<file path="config.mk">
export PLATFORM = sky130hd
export DESIGN_NAME = xret_frame_ctrl
export DESIGN_NICKNAME = d
export VERILOG_FILES = /design/src/rtl/xret_pkg.sv /design/src/rtl/xret_fmt_decode.sv /design/src/rtl/xret_word_step.sv /design/src/rtl/xret_frame_ctrl.sv
export SDC_FILE = /design/constraint.sdc
export NUM_CORES = 1
export LEC_CHECK = 0
export BUFFER_PORTS_ARGS = -buffer_cell sky130_fd_sc_hd__buf_2
export CAP_MARGIN = 20
export CORE_AREA = 5 5 111 113
export DETAILED_ROUTE_END_ITERATION = 8
export DIE_AREA = 0 0 116 118
export GPL_TIMING_DRIVEN = 1
export PLACE_DENSITY = 0.88
export SLEW_MARGIN = 30
export SYNTH_ARGS = -nofsm -noshare
export SYNTH_HDL_FRONTEND = slang
export SYNTH_HIERARCHICAL = 1
export SYNTH_SLANG_ARGS = --single-unit
</file>
<file path="constraint.sdc">
create_clock -name clk_i -period 2.55 [get_ports clk_i]
set_input_delay 0.255 -clock clk_i [delete_from_list [all_inputs] [get_ports clk_i]]
set_output_delay 0.255 -clock clk_i [all_outputs]
set_load 0.005 [all_outputs]
</file>
<file path="src/rtl/xret_pkg.sv">
package xret_pkg;
  localparam int IDX_W        = 5;
  localparam int HEAD_LAST    = 3;
  localparam int SSW_IDX      = 4;
  localparam int VER_IDX      = 13;
  localparam int PROBE_IDX    = 28;
  localparam int BODY_LAST    = PROBE_IDX - 1;
  localparam int SHORT_BYTES  = 2 * (HEAD_LAST + 1);
  localparam int LONG_BYTES   = 2 * (PROBE_IDX + 1);
  localparam logic [3:0] FMT_SHORT = 4'h0;
  localparam logic [3:0] FMT_LONG  = 4'h8;

  typedef enum logic [1:0] {RES_OK, RES_FMT, RES_BUS, RES_HALT} res_e;
  typedef enum logic [2:0] {ST_IDLE, ST_HEAD, ST_VER, ST_PROBE, ST_BODY} st_e;
  typedef enum logic [1:0] {FR_SHORT, FR_LONG, FR_BAD} kind_e;
endpackage

</file>
<file path="src/rtl/xret_fmt_decode.sv">
module xret_fmt_decode
  import xret_pkg::*;
#(
  parameter logic [3:0] EXP_VER = 4'hA
) (
  input  logic [15:0] word_i,
  output kind_e       kind_o,
  output logic        ver_ok_o
);
  logic [3:0] code;
  assign code = word_i[15:12];

  always_comb begin
    unique case (code)
      FMT_SHORT: kind_o = FR_SHORT;
      FMT_LONG:  kind_o = FR_LONG;
      default:   kind_o = FR_BAD;
    endcase
  end

  assign ver_ok_o = (word_i[13:10] == EXP_VER);
endmodule

</file>
<file path="src/rtl/xret_word_step.sv">
module xret_word_step
  import xret_pkg::*;
#(
  parameter int ADDR_W = 24
) (
  input  logic [ADDR_W-1:0] base_i,
  input  logic [IDX_W-1:0]  idx_i,
  output logic [IDX_W-1:0]  next_body_o,
  output logic              body_last_o,
  output logic [ADDR_W-1:0] addr_o
);
  localparam int PAD_W = ADDR_W - IDX_W - 1;

  // version word already consumed before the probe: skip it in the body walk
  assign next_body_o = (idx_i == IDX_W'(VER_IDX - 1)) ? IDX_W'(VER_IDX + 1)
                                                      : idx_i + IDX_W'(1);
  assign body_last_o = (idx_i == IDX_W'(BODY_LAST));
  assign addr_o      = base_i + {{PAD_W{1'b0}}, idx_i, 1'b0};
endmodule

</file>
<file path="src/rtl/xret_frame_ctrl.sv">
module xret_frame_ctrl
  import xret_pkg::*;
#(
  parameter int         ADDR_W  = 24,
  parameter logic [3:0] EXP_VER = 4'hA
) (
  input  logic              clk_i,
  input  logic              rst_ni,
  input  logic              start_i,
  input  logic [ADDR_W-1:0] sp_i,
  output logic              rd_req_o,
  output logic [ADDR_W-1:0] rd_addr_o,
  input  logic [15:0]       rd_data_i,
  input  logic              rd_ack_i,
  input  logic              rd_berr_i,
  output logic              done_o,
  output logic [1:0]        result_o,
  output logic              sp_we_o,
  output logic [ADDR_W-1:0] sp_new_o,
  output logic [15:0]       sr_o,
  output logic [31:0]       pc_o,
  output logic              rerun_o
);
  st_e               state_q;
  logic [IDX_W-1:0]  idx_q;
  logic [ADDR_W-1:0] base_q;
  kind_e             kind;
  logic              ver_ok;
  logic [IDX_W-1:0]  next_body;
  logic              body_last;

  xret_fmt_decode #(.EXP_VER(EXP_VER)) u_dec (
    .word_i  (rd_data_i),
    .kind_o  (kind),
    .ver_ok_o(ver_ok)
  );

  xret_word_step #(.ADDR_W(ADDR_W)) u_step (
    .base_i     (base_q),
    .idx_i      (idx_q),
    .next_body_o(next_body),
    .body_last_o(body_last),
    .addr_o     (rd_addr_o)
  );

  assign rd_req_o = (state_q != ST_IDLE);

  always_ff @(posedge clk_i or negedge rst_ni) begin
    if (!rst_ni) begin
      state_q  <= ST_IDLE;
      idx_q    <= '0;
      base_q   <= '0;
      done_o   <= 1'b0;
      result_o <= RES_OK;
      sp_we_o  <= 1'b0;
      sp_new_o <= '0;
      sr_o     <= '0;
      pc_o     <= '0;
      rerun_o  <= 1'b0;
    end else begin
      done_o  <= 1'b0;
      sp_we_o <= 1'b0;
      if (state_q == ST_IDLE) begin
        if (start_i) begin
          base_q  <= sp_i;
          idx_q   <= '0;
          state_q <= ST_HEAD;
        end
      end else if (rd_berr_i) begin
        // after a good probe any fault is fatal
        done_o   <= 1'b1;
        result_o <= (state_q == ST_BODY) ? RES_HALT : RES_BUS;
        state_q  <= ST_IDLE;
      end else if (rd_ack_i) begin
        unique case (state_q)
          ST_HEAD: begin
            unique case (idx_q)
              IDX_W'(0): sr_o        <= rd_data_i;
              IDX_W'(1): pc_o[31:16] <= rd_data_i;
              IDX_W'(2): pc_o[15:0]  <= rd_data_i;
              default: ;
            endcase
            if (idx_q != IDX_W'(HEAD_LAST)) begin
              idx_q <= idx_q + IDX_W'(1);
            end else if (kind == FR_SHORT) begin
              done_o   <= 1'b1;
              result_o <= RES_OK;
              sp_we_o  <= 1'b1;
              sp_new_o <= base_q + ADDR_W'(SHORT_BYTES);
              rerun_o  <= 1'b0;
              state_q  <= ST_IDLE;
            end else if (kind == FR_LONG) begin
              idx_q   <= IDX_W'(VER_IDX);
              state_q <= ST_VER;
            end else begin
              done_o   <= 1'b1;
              result_o <= RES_FMT;
              state_q  <= ST_IDLE;
            end
          end
          ST_VER: begin
            if (ver_ok) begin
              idx_q   <= IDX_W'(PROBE_IDX);
              state_q <= ST_PROBE;
            end else begin
              done_o   <= 1'b1;
              result_o <= RES_FMT;
              state_q  <= ST_IDLE;
            end
          end
          ST_PROBE: begin
            idx_q   <= IDX_W'(SSW_IDX);
            state_q <= ST_BODY;
          end
          ST_BODY: begin
            if (idx_q == IDX_W'(SSW_IDX)) rerun_o <= ~rd_data_i[15];
            if (body_last) begin
              done_o   <= 1'b1;
              result_o <= RES_OK;
              sp_we_o  <= 1'b1;
              sp_new_o <= base_q + ADDR_W'(LONG_BYTES);
              state_q  <= ST_IDLE;
            end else begin
              idx_q <= next_body;
            end
          end
          default: state_q <= ST_IDLE;
        endcase
      end
    end
  end

  p_sp_commit_r8: assert property (@(posedge clk_i) disable iff (!rst_ni)
    sp_we_o |-> (done_o && result_o == RES_OK));

  p_req_hold_r9: assert property (@(posedge clk_i) disable iff (!rst_ni)
    (rd_req_o && !rd_ack_i && !rd_berr_i) |=> (rd_req_o && $stable(rd_addr_o)));

  p_base_lock_r10: assert property (@(posedge clk_i) disable iff (!rst_ni)
    rd_req_o |=> $stable(base_q));

  p_halt_body_r6: assert property (@(posedge clk_i) disable iff (!rst_ni)
    (rd_req_o && rd_berr_i && state_q != ST_BODY) |=> (done_o && result_o == RES_BUS));

  p_done_idle_r5: assert property (@(posedge clk_i) disable iff (!rst_ni)
    done_o |-> (!rd_req_o && $past(rd_req_o)));
endmodule

</file>
# == After elaboration in Yosys (flattened, before gate mapping) ==
# Cells that the tools add are included.
# classes
n_eq_ne,29
add_sub_neg,4
n_reduce_logical,20
bitwise_logic,3
muxes,54
# ops
cell,count
two-way mux 24 bit,3
two-way mux 5 bit,10
case mux 24 bit (2 select lines),1
"adder 24 x 4 -> 24 bit, second input constant",1
adder 24 x 6 -> 24 bit,1
"adder 24 x 6 -> 24 bit, second input constant",1
AND reduction 7 bit,3
two-way mux 2 bit,10
"!= test 4 bit, second input constant",5
case mux 5 bit (4 select lines),1
two-way mux 3 bit,6
two-way mux 1 bit,17
AND reduction 5 bit,3
"!= test 3 bit, second input constant",4
case mux 3 bit (4 select lines),1
"== test 4 bit, second input constant",2
"!= test 2 bit, second input constant",4
AND reduction 8 bit,1
"== test 3 x 2 -> 1 bit, second input constant",2
case mux 2 bit (3 select lines),1
nonzero test 2 bit,3
nonzero test 3 bit,2
"adder 5 x 1 -> 5 bit, second input constant",1
"== test 5 x 1 -> 1 bit, second input constant",1
other kinds (22),26
# totals
output_inout_bits,102
in_bits,45
register_bits,109

# == Logic depth before layout (Yosys ltp) ==
# depth
ltp_word,10
depth_mapped,8

# == Modules after synthesis ==
# Netlist, hierarchy kept.
# modules_own_cells
mod,area_per_inst_um2,cells_per_inst,seq_area_each_um2,instances
xret_frame_ctrl,5176.2,430,2727.6,1
xret_word_step,709.4,97,0.0,1
xret_fmt_decode,27.5,3,0.0,1

# == Worst setup path before layout ==
# OpenSTA, ideal clock, no wires.
# synth_path
kind,register to output
start,register idx_q[0]
end,output port rd_addr_o[21]
arrival_ns,1.887
stages_incl_launch_ff,9
path_buffers,0
path_slack_ns,0.408
required_ns,2.295
cell_sequence,dfrtp_1 > ha_1 > inv_1 > fa_1 > nor2b_1 > o21a_1 > nor2_2 > nor3_2 > xor2_1
# synth_between
elab_chain_cells,1
# synth_rtl
item,line_no,text
"start, declared",xret_frame_ctrl.sv:25,logic [IDX_W-1:0] idx_q;
"start signal, assigned",xret_frame_ctrl.sv:84,idx_q <= idx_q + IDX_W'(1);
"start signal, assigned",xret_frame_ctrl.sv:93,idx_q <= IDX_W'(VER_IDX);
"start signal, assigned",xret_frame_ctrl.sv:103,idx_q <= IDX_W'(PROBE_IDX);
adder 24 x 6 -> 24 bit,xret_word_step.sv:18,"assign addr_o = base_i + {{PAD_W{1'b0}}, idx_i, 1'b0};"
"end, declared",xret_frame_ctrl.sv:12,"output logic [ADDR_W-1:0] rd_addr_o,"
# Every way passes these cells.

# == Worst setup path in the final report ==
# layout_path
start,register idx_q[0]
end,output port rd_addr_o[7]
# Same word-level chain as after synthesis.

==> run summary <==
The first-iteration detailed-routing DRC count came out at 299. The final design instance area without fill came out at 0.00731 mm^2. The final estimated routing congestion in global placement is 0.930. The maximum vdd ir drop is 0.666 mV. The initial antenna violation count came out at 0. The required time of the critical path is 2.30 ns. The total clock buffers created by CTS is 9. The floorplan step defined a die boundary enclosing 0.0137 mm^2. The part of the cycle the worst path needs is 0.991. The total power density per cell area is 1160 mW/mm^2. The endpoint identified for the worst register-to-register timing path is result_o[0].

CTS placed an instance of sky130_fd_sc_hd__clkbuf_16 at the clock tree root. Synthesis produced a netlist with a net count of 591. The post-synthesis cell type count is 74.

The clock-pin slew on the worst setup and hold paths is 0.08 ns. Counting flops with an async set or reset pin after synthesis yields a share of 1.00. The switching power of the nets came out at 0.00327 W. In the routed design, unresolved DRC markers number 0.

The synthesis-to-layout area growth is 23.7%. The slew at the pin closest to its max-slew limit came out at 0.698 ns. The top cell types in the final layout, fill and taps aside, are 145 x sky130_fd_sc_hd__buf_2, 103 x sky130_fd_sc_hd__dfrtp_1, 66 x sky130_fd_sc_hd__mux2_2, 34 x sky130_fd_sc_hd__nor2_1, 33 x sky130_fd_sc_hd__a21oi_1. The power share of the sequential group came out at 0.377. The maximum buffer depth of the clock tree came out at 2.

The fraction of final layout cells sized beyond drive strength 1 came out at 0.434. The CTS tree is built. The register bit count reported by yosys is 109. The switching share of total power came out at 0.386.

The final hold violation count came out at 0. The final critical-path setup slack came out at 0.0228 ns. The most instantiated flip-flop cell in the synthesis netlist is sky130_fd_sc_hd__dfrtp_1. The average footprint of a synthesized cell is 11.2 um^2. The worst-skew pair later-pin latency is 0.35 ns. The number of antenna diodes in the final layout is 0. Setup repair after global routing could not meet its margin everywhere. The maximum level of the CTS H-tree came out at 3.

The worst setup slack after placement came out at 0.175 ns. The slowest stage of the critical path is the sky130_fd_sc_hd__fa_2 cell. The average wire length per cell after detail routing came out at 19.0 um. The standby leakage power is 3.56 nW. The worst hold-check path type is in -> reg. The placed standard-cell area is 0.00683 mm^2. The wire length of the first global-routing pass is 25.4 mm. The first TritonRoute pass finished after 5 iterations.

The die outline width came out at 116 um. The internal power is 0.00521 W. Walking the worst path, the cells encountered are ha_4 > inv_2 > fa_2 > nor2b_4 > buf_6 > o21a_1 > nor2_2 > a2bb2oi_2 > xnor2_1 > buf_2. Summing every instance area after synthesis gives 0.00591 mm^2.

The final critical-path required period came out at 2.53 ns. The critical-path maximum fanout came out at 3. The maximum number of pins on one net before global-route repair is 44. The final-report setup violation count came out at 0. For this run, the number of Yosys warnings is 6. The count of flip-flops with a built-in enable after synthesis came out at 0. The slack of the worst reg-to-reg path is 0.13 ns. The run finished with clean final reports. The share of total power dissipated in combinational logic is 0.453. Counting every sink on the clock net gives 109.

The post-route worst hold slack came out at 0.138 ns. The final layout net count is 750. The power share of the clock group came out at 0.170. The via count of the first global-routing pass came out at 5068. The worst hold path begins at sp_i[0]. Leaving out fill and tap cells, the most frequent cell in the layout is sky130_fd_sc_hd__buf_2. The sequential area share after synthesis is 0.461. The number of standard-cell rows in the floorplan came out at 39.

During placement, the flow inserted port buffers numbering 146. The ratio of routed vias to standard cells came out at 5.85. The filler cell count in the final layout came out at 841.

The HPWL reported at the end of detailed placement came out at 11.4 mm. The total area inside the core boundary comes to 0.0112 mm^2. STA classifies the critical path endpoint as an output pin. The stage delay of the slowest cell on the critical path is 0.42 ns. The depth of the worst register-to-register path came out at 6. The worst setup path is launched from a flip-flop. The number of routed nets with antenna violations is 0. The launching point of the worst reg2reg path is idx_q[1].

The die outline height came out at 118 um. The dominant delay contributor by cell family on the critical path is adder cells. The critical path buffer and inverter count came out at 3. The synthesized instance count came out at 530. The final wirelength is 15.9 mm.

The critical path in this run is classified as reg -> out. The arrival time of the worst setup path came out at 2.27 ns. For hold timing, the worst endpoint is base_q[0].

In this run the count of I/O pins placed on the die edge is 147. The detailed-route via count is 4895. Across every metal layer, demand over resource in global routing totals 0.229. Global routing finished with a remaining overflow of 0. Counting instances, the worst hold path has a depth of 2. The number of pins with negative max-slew slack in the final report is 0.

The relative slew slack came out at 0.531. Between clock sinks in the finished design, the worst skew comes to 0.0119 ns. Across the run, the number of max-cap violations was 0. The starting density of the core is 0.527.

Derived from the worst setup path, the maximum achievable clock frequency is 396 MHz.
==> worst max path at each step <==
stage | from | endpoint | slack (ns) | depth (start not counted)
after global placement | base_q[1] | rd_addr_o[21] | 0.28 | 9
after CTS | base_q[1] | rd_addr_o[23] | -0.01 | 9
final | idx_q[0] | rd_addr_o[7] | 0.02 | 10
after global routing | idx_q[0] | rd_addr_o[7] | -0.09 | 10
after floorplan | idx_q[0] | rd_addr_o[21] | 0.41 | 8
after detailed placement | base_q[1] | rd_addr_o[23] | 0.17 | 9
==> power by group through the flow <==
| stage | sequential, W | combinational (W) | clock, W |
|---|---|---|---|
| after floorplan | 0.00302 | 0.00217 | 0 |
| after global placement | 0.00311 | 0.00336 | 0 |
| after detailed placement | 0.00318 | 0.00350 | 0 |
| after CTS | 0.00316 | 0.00363 | 0.00147 |
| after global routing | 0.00330 | 0.00420 | 0.00154 |
| final | 0.00319 | 0.00384 | 0.00144 |
==> worst reg2reg max path: stages (launching register included) <==
cell and delay (ns):
sky130_fd_sc_hd__dfrtp_2 0.45, sky130_fd_sc_hd__buf_4 0.15, sky130_fd_sc_hd__ha_1 0.26, sky130_fd_sc_hd__nor4b_2 0.42, sky130_fd_sc_hd__nand3b_1 0.21, sky130_fd_sc_hd__a311oi_2 0.43, sky130_fd_sc_hd__mux2_2 0.38
==> state kept, by name (all words and copies together), names as in the netlist <==
name,flops
sp_we_o,1
done_o,1
rerun_o,1
base_q,24
pc_o,32
sp_new_o,24
state_q,3
result_o,2
sr_o,16
idx_q,5
==> routing by layer <==
| metal | global-route usage | wire, um | part of all wire | vias up |
|---|---|---|---|---|
| li1 | - | - | - | 2210 |
| met1 | 0.277 | 6180 | 0.39 | 2426 |
| met2 | 0.384 | 7970 | 0.50 | 220 |
| met3 | 0.0699 | 1280 | 0.080 | 39 |
| met4 | 0.0812 | 437 | 0.028 | 0 |
| met5 | 0 | 0 | 0 | - |
==> metrics by stage <==
stage / std cells / setup TNS (ns) / power, W / util
2_1_floorplan: 530 / 0 / 0.00519 / -
3_3_place_gp: 811 / 0 / 0.00648 / 0.608
3_5_place_dp: 811 / 0 / 0.00668 / 0.608
4_1_cts: 832 / -0.0115 / 0.00826 / 0.642
5_1_grt: 837 / -0.280 / 0.00904 / 0.652
6_report: 837 / 0 / 0.00847 / 0.652
==> cells in the mapped netlist, types with 10 or more instances <==
master	instances	area [um^2]
sky130_fd_sc_hd__a21oi_1	33	165
sky130_fd_sc_hd__buf_2	12	60.1
sky130_fd_sc_hd__dfrtp_1	109	2730
sky130_fd_sc_hd__ha_1	15	188
sky130_fd_sc_hd__inv_1	16	60.1
sky130_fd_sc_hd__mux2_2	66	743
sky130_fd_sc_hd__mux2_4	10	150
sky130_fd_sc_hd__nand2_1	32	120
sky130_fd_sc_hd__nand3_1	26	130
sky130_fd_sc_hd__nor2_1	35	131
sky130_fd_sc_hd__o21ai_0	14	70.1
sky130_fd_sc_hd__xnor2_1	18	158
sky130_fd_sc_hd__xor2_1	26	228
==> kinds of logic after synthesis <==
kind of cell	Yosys count	share of synthesized area
and+or+nand+nor	162	0.154
buffers and inverters	39	0.0353
AOI/OAI and AO/OA	83	0.0959
DFF	109	0.461
xor gates and xnor gates	44	0.0652
adders and majority gates	16	0.0351
muxes	77	0.153
==> cell type report <==
type	count	area [um^2]	share of cell area
inverter	16	60.1	0.00821
timing repair buffer	171	965	0.132
multi-input combinational	382	3070	0.420
clock inverter	7	81.3	0.0111
sequential	109	2740	0.374
tap	143	179	0.0245
clock buffer	9	225	0.0308
==> timing repair <==
item,in CTS,in global routing
buffers inserted,4,5
gates resized for setup,9,15
hold endpoints to repair,40,0
hold buffers,1,0
endpoints found under the setup margin,14,14
pin swaps,0,10
gates cloned,0,0
Power figures use the tool's default switching activity.
